**src/rtl/exc_pkg.sv**
```systemverilog
package exc_pkg;
    localparam int AW = 32;

    localparam logic [3:0] K_RESET  = 4'd0;
    localparam logic [3:0] K_SRESET = 4'd1;
    localparam logic [3:0] K_NMI    = 4'd2;
    localparam logic [3:0] K_INT    = 4'd3;
    localparam logic [3:0] K_ADEL   = 4'd4;
    localparam logic [3:0] K_ADES   = 4'd5;
    localparam logic [3:0] K_TLBL   = 4'd6;
    localparam logic [3:0] K_TLBS   = 4'd7;
    localparam logic [3:0] K_MOD    = 4'd8;
    localparam logic [3:0] K_XINH   = 4'd9;
    localparam logic [3:0] K_RINH   = 4'd10;
    localparam logic [3:0] K_SYS    = 4'd11;
    localparam logic [3:0] K_BRK    = 4'd12;
    localparam logic [3:0] K_RSVD   = 4'd13;
    localparam logic [3:0] K_OVF    = 4'd14;
    localparam logic [3:0] K_TRAP   = 4'd15;

    localparam logic [AW-1:0] BOOT_VEC = 32'hBFC0_0000;
    localparam logic [AW-1:0] BEV_BASE = 32'hBFC0_0200;

    typedef struct packed {
        logic [AW-1:0] pc;
        logic [AW-1:0] epc;
        logic [AW-1:0] errpc;
        logic          exl;
        logic          erl;
        logic          bev;
        logic [1:0]    ksu;
        logic          isa;
        logic          bd;
        logic [4:0]    code;
        logic [AW-1:0] badv;
        logic [AW-1:0] ctx;
        logic [AW-1:0] ehi;
    } exc_state_t;
endpackage

```
**src/rtl/exc_retpc.sv**
```systemverilog
module exc_retpc #(
    parameter int AW = 32
) (
    input  logic [AW-1:0] pc,
    input  logic          isa,
    input  logic          dly,
    input  logic          dcmp,
    output logic [AW-1:0] rpc
);
    logic [AW-1:0] base;
    always_comb begin
        base = pc | AW'(isa);
        if (dly) rpc = base - (dcmp ? AW'(2) : AW'(4));
        else     rpc = base;
    end
endmodule

```
**src/rtl/exc_classify.sv**
```systemverilog
module exc_classify
    import exc_pkg::*;
(
    input  logic [3:0] kind,
    input  logic       inh_en,
    output logic [4:0] code,
    output logic       rst_class,
    output logic       addr_fault,
    output logic       tlb_fault,
    output logic       is_int
);
    always_comb begin
        rst_class  = (kind == K_RESET) || (kind == K_SRESET) || (kind == K_NMI);
        addr_fault = (kind >= K_ADEL) && (kind <= K_RINH);
        tlb_fault  = (kind == K_TLBL) || (kind == K_TLBS);
        is_int     = (kind == K_INT);
        unique case (kind)
            K_INT:   code = 5'd0;
            K_MOD:   code = 5'd1;
            K_TLBL:  code = 5'd2;
            K_TLBS:  code = 5'd3;
            K_ADEL:  code = 5'd4;
            K_ADES:  code = 5'd5;
            K_SYS:   code = 5'd8;
            K_BRK:   code = 5'd9;
            K_RSVD:  code = 5'd10;
            K_OVF:   code = 5'd12;
            K_TRAP:  code = 5'd13;
            K_XINH:  code = inh_en ? 5'd20 : 5'd2;
            K_RINH:  code = inh_en ? 5'd19 : 5'd2;
            default: code = 5'd0;
        endcase
    end
endmodule

```
**src/rtl/exc_vector.sv**
```systemverilog
module exc_vector #(
    parameter int AW    = 32,
    parameter int LINES = 8,
    parameter int SPW   = 10
) (
    input  logic             bev,
    input  logic [AW-1:0]    ebase,
    input  logic             zero_off,
    input  logic             is_int,
    input  logic             iv,
    input  logic             vint,
    input  logic [LINES-1:0] pend,
    input  logic [LINES-1:0] mask,
    input  logic [SPW-1:0]   spacing,
    output logic [AW-1:0]    vec_pc
);
    localparam int IDX_W = $clog2(LINES);
    localparam logic [AW-1:0] OFF_GEN = AW'(32'h180);
    localparam logic [AW-1:0] OFF_INT = AW'(32'h200);

    logic [LINES-1:0] act;
    logic [IDX_W-1:0] vec;
    logic [AW-1:0]    base, off;

    always_comb begin
        act = pend & mask;
        vec = '0;
        for (int i = 1; i < LINES; i++) begin
            if (act[i]) vec = IDX_W'(i);
        end
        base = bev ? exc_pkg::BEV_BASE : {ebase[AW-1:10], 10'b0};
        if (zero_off)
            off = '0;
        else if (is_int && iv)
            off = vint ? OFF_INT + AW'(vec) * AW'(spacing) : OFF_INT;
        else
            off = OFF_GEN;
        vec_pc = base + off;
    end
endmodule

```
**src/rtl/exc_entry_unit.sv**
```systemverilog
module exc_entry_unit
    import exc_pkg::*;
#(
    parameter int LINES = 8,
    parameter int SPW   = 10
) (
    input  logic             clk,
    input  logic             rst_n,
    input  logic             take_i,
    input  logic [3:0]       kind_i,
    input  logic [AW-1:0]    pc_i,
    input  logic             in_delay_i,
    input  logic             delay_cmp_i,
    input  logic             isa_cmp_i,
    input  logic [1:0]       ksu_i,
    input  logic             exl_i,
    input  logic             erl_i,
    input  logic             bev_i,
    input  logic [AW-1:0]    ebase_i,
    input  logic             iv_i,
    input  logic             vint_en_i,
    input  logic [LINES-1:0] irq_pend_i,
    input  logic [LINES-1:0] irq_mask_i,
    input  logic [SPW-1:0]   vec_space_i,
    input  logic             refill_i,
    input  logic             inhibit_en_i,
    input  logic [AW-1:0]    vaddr_i,
    input  logic [7:0]       asid_i,
    output logic [AW-1:0]    next_pc_o,
    output logic [AW-1:0]    epc_o,
    output logic [AW-1:0]    errpc_o,
    output logic             exl_o,
    output logic             erl_o,
    output logic             bev_o,
    output logic [1:0]       ksu_o,
    output logic             isa_cmp_o,
    output logic             bd_o,
    output logic [4:0]       exc_code_o,
    output logic [AW-1:0]    badvaddr_o,
    output logic [AW-1:0]    context_o,
    output logic [AW-1:0]    entryhi_o
);
    localparam int VPN2_W = AW - 13;

    exc_state_t st_d, st_q;
    logic [AW-1:0] rpc, vec_pc;
    logic [4:0]    code;
    logic          rst_class, addr_fault, tlb_fault, is_int;

    exc_retpc #(.AW(AW)) u_retpc (
        .pc(pc_i), .isa(isa_cmp_i), .dly(in_delay_i), .dcmp(delay_cmp_i), .rpc(rpc)
    );

    exc_classify u_class (
        .kind(kind_i), .inh_en(inhibit_en_i), .code(code), .rst_class(rst_class),
        .addr_fault(addr_fault), .tlb_fault(tlb_fault), .is_int(is_int)
    );

    exc_vector #(.AW(AW), .LINES(LINES), .SPW(SPW)) u_vec (
        .bev(bev_i), .ebase(ebase_i), .zero_off(tlb_fault && refill_i && !exl_i),
        .is_int(is_int), .iv(iv_i), .vint(vint_en_i), .pend(irq_pend_i),
        .mask(irq_mask_i), .spacing(vec_space_i), .vec_pc(vec_pc)
    );

    always_comb begin
        st_d = st_q;
        if (!take_i) begin
            st_d.exl = exl_i;
            st_d.erl = erl_i;
            st_d.bev = bev_i;
            st_d.ksu = ksu_i;
            st_d.isa = isa_cmp_i;
        end else begin
            st_d.ksu = 2'b00;
            st_d.isa = 1'b0;
            if (rst_class) begin
                st_d.errpc = rpc;
                st_d.erl   = 1'b1;
                st_d.bev   = 1'b1;
                st_d.exl   = exl_i;
                st_d.pc    = BOOT_VEC;
                if (!exl_i) st_d.bd = 1'b0;
            end else begin
                if (!exl_i) begin
                    st_d.epc = rpc;
                    st_d.bd  = in_delay_i;
                end
                st_d.exl  = 1'b1;
                st_d.erl  = erl_i;
                st_d.bev  = bev_i;
                st_d.pc   = vec_pc;
                st_d.code = code;
            end
            if (addr_fault) begin
                st_d.badv          = vaddr_i;
                st_d.ctx[4 +: VPN2_W] = vaddr_i[AW-1:13];
                st_d.ehi           = {vaddr_i[AW-1:13], 5'b0, asid_i};
            end
        end
    end

    always_ff @(posedge clk) begin
        if (!rst_n) begin
            st_q     <= '0;
            st_q.pc  <= BOOT_VEC;
            st_q.erl <= 1'b1;
            st_q.bev <= 1'b1;
        end else begin
            st_q <= st_d;
        end
    end

    assign next_pc_o  = st_q.pc;
    assign epc_o      = st_q.epc;
    assign errpc_o    = st_q.errpc;
    assign exl_o      = st_q.exl;
    assign erl_o      = st_q.erl;
    assign bev_o      = st_q.bev;
    assign ksu_o      = st_q.ksu;
    assign isa_cmp_o  = st_q.isa;
    assign bd_o       = st_q.bd;
    assign exc_code_o = st_q.code;
    assign badvaddr_o = st_q.badv;
    assign context_o  = st_q.ctx;
    assign entryhi_o  = st_q.ehi;

    assert_nested_hold_R3: assert property (@(posedge clk) disable iff (!rst_n)
        take_i && exl_i && !rst_class |=> $stable(epc_o) && $stable(bd_o));

    assert_kernel_entry_R11: assert property (@(posedge clk) disable iff (!rst_n)
        take_i |=> ksu_o == 2'b00 && !isa_cmp_o);

    assert_level_set_R11: assert property (@(posedge clk) disable iff (!rst_n)
        take_i && !rst_class |=> exl_o);

    assert_boot_entry_R7: assert property (@(posedge clk) disable iff (!rst_n)
        take_i && rst_class |=> next_pc_o == BOOT_VEC && erl_o && bev_o && $stable(epc_o));

    assert_idle_hold_R12: assert property (@(posedge clk) disable iff (!rst_n)
        !take_i |=> $stable(next_pc_o) && $stable(epc_o) && $stable(badvaddr_o) && $stable(exc_code_o));

    assert_asid_kept_R10: assert property (@(posedge clk) disable iff (!rst_n)
        take_i && addr_fault |=> entryhi_o[7:0] == $past(asid_i) && badvaddr_o == $past(vaddr_i));

    assert_bev_region_R4: assert property (@(posedge clk) disable iff (!rst_n)
        take_i && bev_i && !rst_class && !is_int |=> next_pc_o[AW-1:10] == BOOT_VEC[AW-1:10]);
endmodule

```
**config.mk**
```make
export PLATFORM = sky130hd
export DESIGN_NAME = exc_entry_unit
export DESIGN_NICKNAME = d
export VERILOG_FILES = /design/src/rtl/exc_pkg.sv /design/src/rtl/exc_retpc.sv /design/src/rtl/exc_classify.sv /design/src/rtl/exc_vector.sv /design/src/rtl/exc_entry_unit.sv
export SDC_FILE = /design/constraint.sdc
export NUM_CORES = 1
export LEC_CHECK = 0
export BUFFER_PORTS_ARGS = -buffer_cell sky130_fd_sc_hd__buf_2
export CELL_PAD_IN_SITES_DETAIL_PLACEMENT = 0
export CELL_PAD_IN_SITES_GLOBAL_PLACEMENT = 1
export CORE_MARGIN = 2
export CORE_UTILIZATION = 36
export CTS_CLUSTER_DIAMETER = 30
export DETAILED_ROUTE_END_ITERATION = 6
export PLACE_DENSITY_LB_ADDON = 0.1
export SLEW_MARGIN = 20
export SYNTH_ARGS = -nofsm -noshare
export SYNTH_HDL_FRONTEND = slang
export SYNTH_SLANG_ARGS = --single-unit
```
**constraint.sdc**
```tcl
create_clock -name clk -period 9.3 [get_ports clk]
set_clock_uncertainty 0.2 [all_clocks]
set_input_delay 0.465 -clock clk [delete_from_list [all_inputs] [get_ports clk]]
set_output_delay 0.465 -clock clk [all_outputs]
set_load 0.005 [all_outputs]
```
# [Word level (Yosys, flattened, before mapping)]
# Index checks and enable logic that the tools add are counted.
[totals] ram_bits=0 mem_count=0 latchBits=0 wordCells=76 out_inout_bits=204 rom_bits=0 regBits=186 inputBits=149
[op_classes] eq_ne=15 shift=0 reduce_logical=15 order_cmp=2 div_mod_pow=0 muxes=22 bitwise_logic=5 n_addsub=3 n_mul=1
[op_table] cell="2-to-1 mux 32 bit" count=6
[op_table] cell="one-hot mux 5 bit (12 select lines)" count=1
[op_table] cell="adder 32 bit" count=1
[op_table] cell="equality test 4 bit (second input constant)" count=8
[op_table] cell="bitwise OR 32 x 1 -> 32 bit" count=1
[op_table] cell="subtractor 32 bit" count=1
[op_table] cell="2-to-1 mux 3 bit" count=6
[op_table] cell="equality test 4 x 3 -> 1 bit (second input constant)" count=4
[op_table] cell="adder 10 x 13 -> 14 bit (first input constant)" count=1
[op_table] cell="multiplier 3 x 10 -> 13 bit" count=1
[op_table] cell="2-to-1 mux 5 bit" count=2
[op_table] cell="bitwise AND 8 bit" count=1
[op_table] cell="equality test 4 x 2 -> 1 bit (second input constant)" count=2
[op_table] cell="AND reduction 2 bit" count=4
[op_table] cell="2-to-1 mux 6 bit" count=1
[op_table] cell="equality test 4 x 1 -> 1 bit (second input constant)" count=1
[op_table] cell="greater-or-equal comparator 4 x 3 -> 1 bit (second input constant)" count=1
[op_table] cell="<= comparator 4 bit (second input constant)" count=1
[op_table] cell="logical AND 1 bit" count=4
[op_table] cell="zero test 4 bit" count=1
[op_table] cell="2-to-1 mux 1 bit" count=4
[op_table] cell="2-to-1 mux 2 bit" count=2
[op_table] cell="logical OR 1 bit" count=3
[op_table] cell="NOT 1 bit" count=3
[op_table] cell="3 further kinds" count=3

# [Longest topological paths before layout]
# Gate-level depths: netlist (run 1).
[depth] depth_word=15 mapped_depth=22

# [Cells and area by module]
# A second synthesis (run 1) with hierarchy kept.
[unflattened] cells_unflattened=1041 hier_area_um2=8439.3
[by_module_without_submodules] mod="exc_entry_unit" area_per_inst_um2=5770.5 cells_each=668 seq_area_each_um2=2962.8 instances=1
[by_module_without_submodules] mod="exc_vector" area_per_inst_um2=1781.7 cells_each=248 seq_area_each_um2=0.0 instances=1
[by_module_without_submodules] mod="exc_retpc" area_per_inst_um2=734.5 cells_each=99 seq_area_each_um2=0.0 instances=1
[by_module_without_submodules] mod="exc_classify" area_per_inst_um2=152.6 cells_each=26 seq_area_each_um2=0.0 instances=1

# [Worst setup path after synthesis (run 1)]
# Ideal clock, no wire load.
[synth_path] path_type="input port to flip-flop" start="input port irq_pend_i[2]" end="register st_q (netlist bit next_pc_o[25])" t_required_ns=8.968 arrival_time_ns=5.010 stages=21 slack_ns=3.958 n_path_buf=0 path_cell_list="nand2_1 > a32o_1 > a22o_1 > a22o_1 > and2_1 > fa_1 > ha_1 > ha_1 > fa_1 > a21o_1 > a21oi_1 > o211ai_1 > xnor2_1 > a21oi_1 > ha_1 > fa_1 > a21oi_1 > nor3_1 > o21ai_0 > o32ai_1 > a21oi_1"
[synth_via] elab_chain_len=14
[synth_lines] element="start: declaration" line="exc_entry_unit.sv:22" text="input logic [LINES-1:0] irq_pend_i,"
[synth_lines] element="bitwise AND 8 bit" line="exc_vector.sv:26" text="act = pend & mask;"
[synth_lines] element="2-to-1 mux 2 bit (2 in series)" line="exc_vector.sv:29" text="if (act[i]) vec = IDX_W'(i);"
[synth_lines] element="2-to-1 mux 3 bit (4 in series)" line="exc_vector.sv:29"
[synth_lines] element="multiplier 3 x 10 -> 13 bit" line="exc_vector.sv:35" text="off = vint ? OFF_INT + AW'(vec) * AW'(spacing) : OFF_INT;"
[synth_lines] element="adder 10 x 13 -> 14 bit" line="exc_vector.sv:35"
[synth_lines] element="2-to-1 mux 32 bit" line="exc_vector.sv:35"
[synth_lines] element="2-to-1 mux 32 bit" line="exc_vector.sv:34" text="else if (is_int && iv)"
[synth_lines] element="2-to-1 mux 32 bit" line="exc_vector.sv:32" text="if (zero_off)"
[synth_lines] element="adder 32 bit" line="exc_vector.sv:38" text="vec_pc = base + off;"
[synth_lines] element="2-to-1 mux 32 bit" line="exc_entry_unit.sv:76" text="if (rst_class) begin"
[synth_lines] element="end signal: assignment" line="exc_entry_unit.sv:109" text="st_q <= st_d;"
[synth_lines] element="end: declaration" line="exc_entry_unit.sv:45" text="exc_state_t st_d, st_q;"
# Every way passes these cells.
# A chain may end at the register's enable or synchronous reset.

# [Worst setup path in the final report (run 1)]
# Ends and elaborated chain as after synthesis.

==> results of run 1 <==
-- layer usage --
layer | wire length, µm | vias to the layer above
li1 | - | 3677
met5 | 27 | -
met4 | 353 | 4
met2 | 11700 | 227
met3 | 1880 | 24
met1 | 9910 | 3257
-- Yosys cell counts, types with 5 or more instances --
master | count | share of area
nor2_1 | 80 | 0.039
nand3_1 | 17 | 0.011
clkbuf_1 | 42 | 0.020
dfxtp_1 | 148 | 0.38
nor4_1 | 5 | 0.0040
nor3_1 | 14 | 0.0091
xnor2_1 | 40 | 0.045
nor2b_1 | 9 | 0.0073
inv_1 | 13 | 0.0063
o211ai_1 | 5 | 0.0048
nand2b_1 | 5 | 0.0040
o21ai_0 | 59 | 0.038
nand2_1 | 119 | 0.058
nand4_1 | 6 | 0.0048
or3_1 | 5 | 0.0040
a21oi_1 | 99 | 0.064
and2_1 | 28 | 0.023
ha_1 | 28 | 0.045
a22o_1 | 18 | 0.020
fa_1 | 11 | 0.028
a211oi_1 | 31 | 0.030
and3_1 | 7 | 0.0057
xor2_1 | 9 | 0.010
buf_4 | 58 | 0.056
nor4_2 | 8 | 0.013
-- final cells by class --
type                       instances  area, µm²
antenna                            2       5.00
clock buffer                      19        443
clock inverter                    12        146
fill                            2180      11300
inverter                          14       52.6
multi-input combinational        675       4190
sequential                       148       2960
tap                              275        344
timing repair buffer             329       1660
-- per-stage QoR --
| stage | worst slack, ps | cell area (µm²) | utilization |
|---|---|---|---|
| 2_1_floorplan | 3960 | 7800 | - |
| 3_3_place_gp | 3030 | 9210 | 0.437 |
| 3_5_place_dp | 3000 | 9210 | 0.437 |
| 4_1_cts | 3430 | 9800 | 0.465 |
| 5_1_grt | 2960 | 9810 | 0.465 |
| 6_report | 3400 | 9810 | 0.465 |
-- flip-flops by register name, indices dropped and copies added (netlist names), 2 cells and up --
name / cells
next_pc_o: 32
errpc_o: 32
epc_o: 32
entryhi_o: 8
exc_code_o: 5
badvaddr_o: 32
ksu_o: 2
-- path summary, 6_finish.rpt --
check / start / end / slack (ps) / cells after the start
worst max-delay path: irq_pend_i[2] / next_pc_o[25] / 3400 / 22
worst min-delay path: erl_i / erl_o / 40 / 2
worst max register to register: errpc_o[8] / errpc_o[8] / 8400 / 2
worst min register to register: next_pc_o[13] / next_pc_o[13] / 250 / 2
-- report_power, final --
part           switching [W]  internal [W]  leakage, nW  total (W)
logic               0.000170      0.000129         2.99   0.000298
registers          0.0000165      0.000666         1.21   0.000682
clock network       0.000288      0.000407        0.279   0.000695
total               0.000474       0.00120         4.47    0.00168
-- placed cells by master, fill, tap and decap left out, types with 11 or more instances in the layout --
master / instances
nor3_1: 14
and2_1: 28
nand2_1: 119
a211oi_1: 31
fa_1: 11
dfxtp_1: 148
conb_1: 18
o21ai_0: 59
ha_1: 28
buf_2: 322
xnor2_1: 40
inv_1: 12
clkbuf_16: 17
a21oi_1: 99
nand3_1: 17
nor2_1: 78
a22o_1: 18
-- cell families (layout without fill, tap and decap cells) --
family	after synthesis	in the layout	share of synthesized area
muxes	2	2	0.00275
xor gates and xnor gates	49	49	0.0554
adders and majority gates	39	39	0.0737
and+or+nand+nor	321	321	0.206
buffers and inverters	119	374	0.0863
AOI/OAI and AO/OA	246	246	0.192
other	1	20	0.000484
DFF	148	148	0.383
==> impl_metrics.tcl, run 1 <==
set metrics [dict create \
    status "finished, final reports clean" \
    cts_sinks 148 \
    fin_hold_ws_ps 36.7 \
    core-area_um2 21100 \
    hold_violations 0 \
    setup_viol 0 \
    crit_required_ps 9380 \
    max_stage_delay_ps 760 \
    gp_congestion 0.792 \
    hold_path.class "in -> reg" \
    cp_slowest_cell "nor3_1" \
    ys_seq_area_frac 0.383 \
    use_met2 0.359 \
    drtAntennaViolNets 0 \
    synthFlopType "dfxtp_1" \
    io_pins 353 \
    total_power_w 0.00168 \
    rows 53 \
    cp.arrival_ps 5990 \
    synth_edf_count 0 \
    vdd_drop_max_mv 0.113 \
    num_vias 7189 \
    slew_violations 0 \
    die_w_um 151 \
    synthToLayoutAreaGrowth_pct 26.7 \
    start_util 0.367 \
    ys_seq_elements 148 \
    grtUsageMet1 0.244 \
    die_area_um2 22700 \
    p_leak_nw 4.47 \
    wirelength_mm 23.9 \
    crit_chain "buf_2, nand2_1, a32o_1, a22o_1, a22o_1, and2_1, fa_1, ha_1, ha_1, fa_1, a21o_1, a21oi_1, o211ai_1, xnor2_1, a21oi_1, ha_1, fa_1, a21oi_1, nor3_1, o21ai_0, o32ai_1, a21oi_1" \
    numCtsBuffers 17 \
    path_delay_family "compound AO/OA/AOI/OAI gates" \
    async_flop_share 0 \
    io_buffers 322 \
    fmax_ghz 0.169 \
    clockRootBuffer "clkbuf_16" \
    endpoint_kind "register" \
    tightest_slew_ps 936 \
    grt-ovfl-total 0 \
    grt_first_pass_wirelength_mm 36.7 \
    maxSlewHeadroom 0.371 \
    dr.pass1.iters 4 \
    drv_cap 0 \
    wl_per_cell_um 16.2 \
    design.final.nets 1373 \
    grt_pass1_vias 6785 \
    initialDrtViolationCount 303 \
    crit_fanout 10 \
    clk_pin_slew_worst_paths_ps 70 \
    cts_max_path_buffers 2 \
    path_buf_inv 1 \
    setup_tns_ps 0 \
    clock_latency_ps 410 \
    antenna_found_initial 4 \
    htreeDepth 4 \
    use_met3 0.0694 \
    die_y_um 151 \
    dp_hpwl_mm 18.1 \
    stdcell_count 1474 \
    grt_max_degree 63 \
    finalCritPeriodShare 0.635 \
    min_period_ps 5900 \
    critical_path_class "in -> reg" \
    drive_gt1_frac 0.318 \
    route.detailed.drc 0 \
    avgSynthCellArea_um2 8.37 \
    syn_inst 925 \
    grt.busiest_layer "met2" \
    cts_tree "built" \
    cts_setup_buffers 0 \
    post_cts_resize_count 0 \
    rsz0062_at_grt "false" \
    globalRouteTotalUtil 0.207 \
    ys.warnings.count 0 \
    cp-start-kind "input pin" \
    via_per_inst 4.88 \
    synth_cell_type_count 58 \
    crit_top_cell "a21oi_1" \
    powerDensity_nw_per_um2 171 \
    ctsHoldBuffers 0 \
    placed_cells_incl_taps 1441 \
    syn-cell-area_um2 7740 \
]
(Power assumes the default switching activity.)
==> run 2, diff against run 1 <==
--- a/config.mk
+++ b/config.mk
@@ -9,7 +9,7 @@
 export CELL_PAD_IN_SITES_DETAIL_PLACEMENT = 0
 export CELL_PAD_IN_SITES_GLOBAL_PLACEMENT = 1
 export CORE_MARGIN = 2
-export CORE_UTILIZATION = 36
+export CORE_UTILIZATION = 34
 export CTS_CLUSTER_DIAMETER = 30
 export DETAILED_ROUTE_END_ITERATION = 6
 export PLACE_DENSITY_LB_ADDON = 0.1
==> constraint.sdc (replaced) <==
create_clock -name clk -period 6.1 [get_ports clk]
set_clock_uncertainty 0.2 [all_clocks]
set_input_delay 0.305 -clock clk [delete_from_list [all_inputs] [get_ports clk]]
set_output_delay 0.305 -clock clk [all_outputs]
set_load 0.005 [all_outputs]
==> impl_metrics.tcl, run 2 (synthesized netlist as in run 1, its figures left out) <==
set metrics [dict create \
    status "finished, final reports clean" \
    multi_input_area_um2 4190 \
    p_leak_nw 4.72 \
    cts_sinks 148 \
    powerDensity_nw_per_um2 257 \
    rsz0062_at_grt "false" \
    rows 55 \
    cp-start-kind "input pin" \
    endpoint_kind "register" \
    finalCritPeriodShare 0.921 \
    cts_tree "built" \
    io_pins 353 \
    holdPathEnd "errpc_o[20]" \
    min_period_ps 5620 \
    vdd_drop_max_mv 0.154 \
    grt_first_pass_wirelength_mm 37.8 \
    initialDrtViolationCount 238 \
    dp_hpwl_mm 18.1 \
    min-delay-start "pc_i[20]" \
    critical_path_class "in -> reg" \
    core-area_um2 22500 \
    n_fill_cell 2323 \
    hold_violations 0 \
    regArea_um2 2960 \
    grt_pass1_vias 7120 \
    setup_tns_ps 0 \
    crit_required_ps 6260 \
    drtAntennaViolNets 0 \
    dr.pass1.iters 4 \
    die_w_um 155 \
    hold_path.class "in -> reg" \
    wl_per_cell_um 15.8 \
    route.detailed.drc 0 \
    clk_pin_slew_worst_paths_ps 70 \
    clockRootBuffer "clkbuf_16" \
    ctsHoldBuffers 48 \
    grt-ovfl-total 0 \
    maxSlewHeadroom 0.448 \
    crit_fanout 10 \
    design.final.nets 1424 \
    r2r_end "next_pc_o[24]" \
    tightest_slew_ps 823 \
    layout_commonest_cell "buf_2" \
    slew_violations 0 \
    cts_max_path_buffers 2 \
    place_ws_ps 176 \
    rrSetupSlack_ps 4680 \
    grt_max_degree 63 \
    synthToLayoutAreaGrowth_pct 33.9 \
    die_area_um2 24000 \
    num_vias 7431 \
    r2r_cells 3 \
    numCtsBuffers 17 \
    globalRouteTotalUtil 0.199 \
    via_per_inst 4.84 \
    drv_cap 0 \
    antenna_found_initial 1 \
    setup_viol 0 \
    die_y_um 155 \
    gp_congestion 0.856 \
    hold_depth 3 \
    htreeDepth 4 \
    cp.arrival_ps 5780 \
    cts_setup_buffers 0 \
    setup_slack_ps 484 \
    start_util 0.344 \
    clock_latency_ps 410 \
    rr_startpoint "next_pc_o[24]" \
    post_cts_resize_count 0 \
    fmax_ghz 0.178 \
    drive_gt1_frac 0.308 \
    wirelength_mm 24.2 \
    final_cell_mix "322 x buf_2, 148 x dfxtp_1, 119 x nand2_1" \
    io_buffers 322 \
]
[run 2: cell types whose count changed in the layout (fill, tap and decap cells not counted)]
cell | previous run | this run
diode_2 | 2 | 1
inv_6 | 4 | 2
clkbuf_1 | 1 | 0
buf_4 | 7 | 10
bufinv_16 | 2 | 4
dlygate4sd3_1 | 0 | 48
clkinv_2 | 0 | 1
clkinv_4 | 2 | 5
clkinvlp_4 | 3 | 0
[run 2: critical path, stage by stage]
cell and delay, ps:
buf_2 90, nand2_1 50, a32o_1 250, a22o_1 190, a22o_1 320, and2_1 220, fa_1 450, ha_1 350
ha_1 320, a211oi_1 300, o21ai_0 220, a211oi_1 290, o21ai_0 120, a21oi_1 280, ha_1 300, a211oi_1 380
o21ai_0 180, buf_4 190, nand3_1 160, o22ai_1 110, a21oi_1 130, dlygate4sd3_1 570
[run 2: through the flow]
| step | hold WS [ps] | area, µm² | utilization | power [W] | std cells |
|---|---|---|---|---|---|
| global route | 22.3 | 10400 | 0.461 | 0.00281 | 1534 |
| detailed placement | 237 | 9250 | 0.411 | 0.00153 | 1454 |
| global placement | 232 | 9250 | 0.411 | 0.00152 | 1454 |
| finish | 15.1 | 10400 | 0.461 | 0.00266 | 1534 |
| floorplan | 209 | 7800 | - | 0.00135 | 942 |
| CTS | 1.04 | 10400 | 0.461 | 0.00271 | 1533 |
[run 2: cell type report]
type	count	area share
multi-input cells	675	0.404
clock buffers	18	0.0424
well taps	285	0.0344
repair buffers	380	0.209
inverters	14	0.00507
flip-flops and latches	148	0.286
clock inverters	13	0.0191
diodes	1	0.000241
[run 2: routing by layer]
metal,wire length (µm),vias up,GRT usage
li1,-,3788,-
met5,0,-,0
met4,520,0,0.0683
met2,11800,239,0.348
met3,1770,33,0.0621
met1,10100,3371,0.230
[run 2: worst max path at each step]
stage	from	slack, ps	depth (start not counted)	endpoint
2_1_floorplan	irq_pend_i[2]	920	21	next_pc_o[25]
3_3_place_gp	irq_pend_i[2]	190	22	next_pc_o[25]
3_5_place_dp	irq_pend_i[2]	180	22	next_pc_o[25]
4_1_cts	irq_pend_i[2]	550	22	next_pc_o[24]
5_1_grt	irq_pend_i[2]	170	22	next_pc_o[25]
6_report	irq_pend_i[2]	480	22	next_pc_o[24]
[run 2: power by group]
group	leakage, nW	switching [W]	internal [W]
clock	0.313	0.000438	0.000702
sequential	1.21	0.0000234	0.00101
combinational	3.20	0.000268	0.000218
total	4.72	0.000729	0.00193
==> run 3, diff against run 2 <==
--- a/config.mk
+++ b/config.mk
@@ -8,6 +8,7 @@
 export BUFFER_PORTS_ARGS = -buffer_cell sky130_fd_sc_hd__buf_2
 export CELL_PAD_IN_SITES_DETAIL_PLACEMENT = 0
 export CELL_PAD_IN_SITES_GLOBAL_PLACEMENT = 1
+export CORE_ASPECT_RATIO = 0.8
 export CORE_MARGIN = 2
 export CORE_UTILIZATION = 34
 export CTS_CLUSTER_DIAMETER = 30
@@ -17,3 +18,4 @@
 export SYNTH_ARGS = -nofsm -noshare
 export SYNTH_HDL_FRONTEND = slang
 export SYNTH_SLANG_ARGS = --single-unit
+export TNS_END_PERCENT = 1
==> impl_metrics.tcl, run 3 (synthesized netlist as in run 1, its figures left out) <==
set metrics [dict create \
    status "finished, final reports clean" \
    vdd_drop_max_mv 0.147 \
    maxSlewHeadroom 0.437 \
    crit_fanout 10 \
    globalRouteTotalUtil 0.201 \
    grt-ovfl-total 0 \
    fmax_ghz 0.177 \
    regArea_um2 2960 \
    stdcell_count 1555 \
    total_power_w 0.00264 \
    start_util 0.345 \
    io_pins 353 \
    drv_cap 0 \
    cts_tree "built" \
    clockRootBuffer "clkbuf_16" \
    setup_tns_ps 0 \
    route.detailed.drc 0 \
    final_cell_mix "322 x buf_2, 148 x dfxtp_1, 119 x nand2_1" \
    power.internal_w 0.00193 \
    path_delay_family "compound AO/OA/AOI/OAI gates" \
    multi_input_area_um2 4190 \
    slew_violations 0 \
    ctsHoldBuffers 51 \
    tightest_slew_ps 841 \
    rows 49 \
    hold_violations 0 \
    design.final.nets 1425 \
    cp.arrival_ps 5730 \
    die_area_um2 24000 \
    die_y_um 139 \
    cts_setup_buffers 0 \
    crit_chain "buf_2, nand2_1, a32o_1, a22o_1, a22o_1, and2_1, fa_1, ha_1, ha_1, fa_1, a21o_1, a21oi_1, o211ai_1, xnor2_1, a21oi_1, ha_1, fa_1, a21oi_1, nor3_1, o21ai_0, o32ai_1, a21oi_1" \
    pwr-share-seq 0.393 \
    min_period_ps 5650 \
    path_buf_inv 1 \
    grt_max_degree 70 \
    antenna_found_initial 1 \
    max_stage_delay_ps 690 \
    fin_hold_ws_ps 27.1 \
    drtAntennaViolNets 0 \
    via_per_inst 4.72 \
    wl_per_cell_um 15.8 \
    gp_congestion 0.792 \
    p_leak_nw 4.71 \
    clkPwrFrac 0.424 \
    dr.pass1.iters 5 \
    setup_viol 0 \
    clk_pin_slew_worst_paths_ps 70 \
    die_w_um 173 \
    clock_latency_ps 410 \
    cts_sinks 148 \
    io_buffers 322 \
    numCtsBuffers 17 \
    p_switching_w 0.000718 \
    dp_hpwl_mm 18.0 \
    core-area_um2 22400 \
    switching_share 0.271 \
    htreeDepth 4 \
    grt_pass1_vias 6812 \
    n_fill_cell 2340 \
    finalCritPeriodShare 0.926 \
    crit_required_ps 6180 \
    post_cts_resize_count 0 \
    cp-start-kind "input pin" \
    initialDrtViolationCount 392 \
    synthToLayoutAreaGrowth_pct 34.2 \
    grt_first_pass_wirelength_mm 38.4 \
    critical_path_class "in -> reg" \
    powerDensity_nw_per_um2 255 \
    drive_gt1_frac 0.306 \
    cp_slowest_cell "nor3_1" \
    rsz0062_at_grt "false" \
    crit_top_cell "a21oi_1" \
    power_frac_comb 0.183 \
    num_vias 7346 \
    cts_max_path_buffers 2 \
    wirelength_mm 24.5 \
    placed_cells_incl_taps 1473 \
    layout_commonest_cell "buf_2" \
    endpoint_kind "register" \
    diodes 0 \
    hold_path.class "in -> reg" \
]
-- run 3: cell count changes in the layout (fill, tap and decap cells not counted), sizes merged, moves of 2 or more --
| cell | change |
|---|---|
| dlygate4sd3 | +3 |
| clkinv | -2 |
| buf | -2 |
| clkinvlp | +2 |
-- run 3: power groups by stage --
stage               clock (W)  combinational, W  sequential, W
floorplan                   0          0.000288        0.00106
global placement            0          0.000462        0.00106
detailed placement          0          0.000460        0.00106
CTS                   0.00115          0.000490        0.00104
global route          0.00119          0.000550        0.00105
finish                0.00112          0.000484        0.00104
-- run 3: through the flow --
step / instance area (µm²) / worst slack, ps / util
6_report: 10400 / 453 / 0.463
5_1_grt: 10400 / 52.3 / 0.463
4_1_cts: 10400 / 483 / 0.463
3_5_place_dp: 9260 / 43.9 / 0.413
3_3_place_gp: 9260 / 83.5 / 0.413
2_1_floorplan: 7800 / 918 / -
-- run 3: path summary, 6_finish.rpt --
kind	start	endpoint	slack, ps	cells after the start
setup / recovery	irq_pend_i[2]	next_pc_o[25]	450	22
hold / removal	pc_i[9]	errpc_o[9]	30	3
setup reg to reg	next_pc_o[24]	next_pc_o[24]	4670	3
hold reg to reg	badvaddr_o[7]	badvaddr_o[7]	250	2
-- run 3: metal layers --
metal  GRT usage  share of wire  vias up
met2       0.321           0.46      223
met3      0.0650          0.074        6
li1            -              -     3777
met1       0.265           0.46     3338
met5           0        0.00045        -
met4      0.0450         0.0042        2
-- run 3: worst reg2reg max path, delay by kind of cell (launching register included) --
kind / cells / cell delay (ps)
compound gates: 2 / 230
buf+inv: 1 / 560
flops: 1 / 330
-- run 3: final cells by class --
| cell class | instances | share of cell area |
|---|---|---|
| Multi-Input combinational cell | 675 | 0.403 |
| Sequential cell | 148 | 0.285 |
| Timing Repair Buffer | 381 | 0.210 |
| Clock buffer | 19 | 0.0426 |
| Tap cell | 306 | 0.0369 |
| Clock inverter | 12 | 0.0170 |
| Inverter | 14 | 0.00506 |
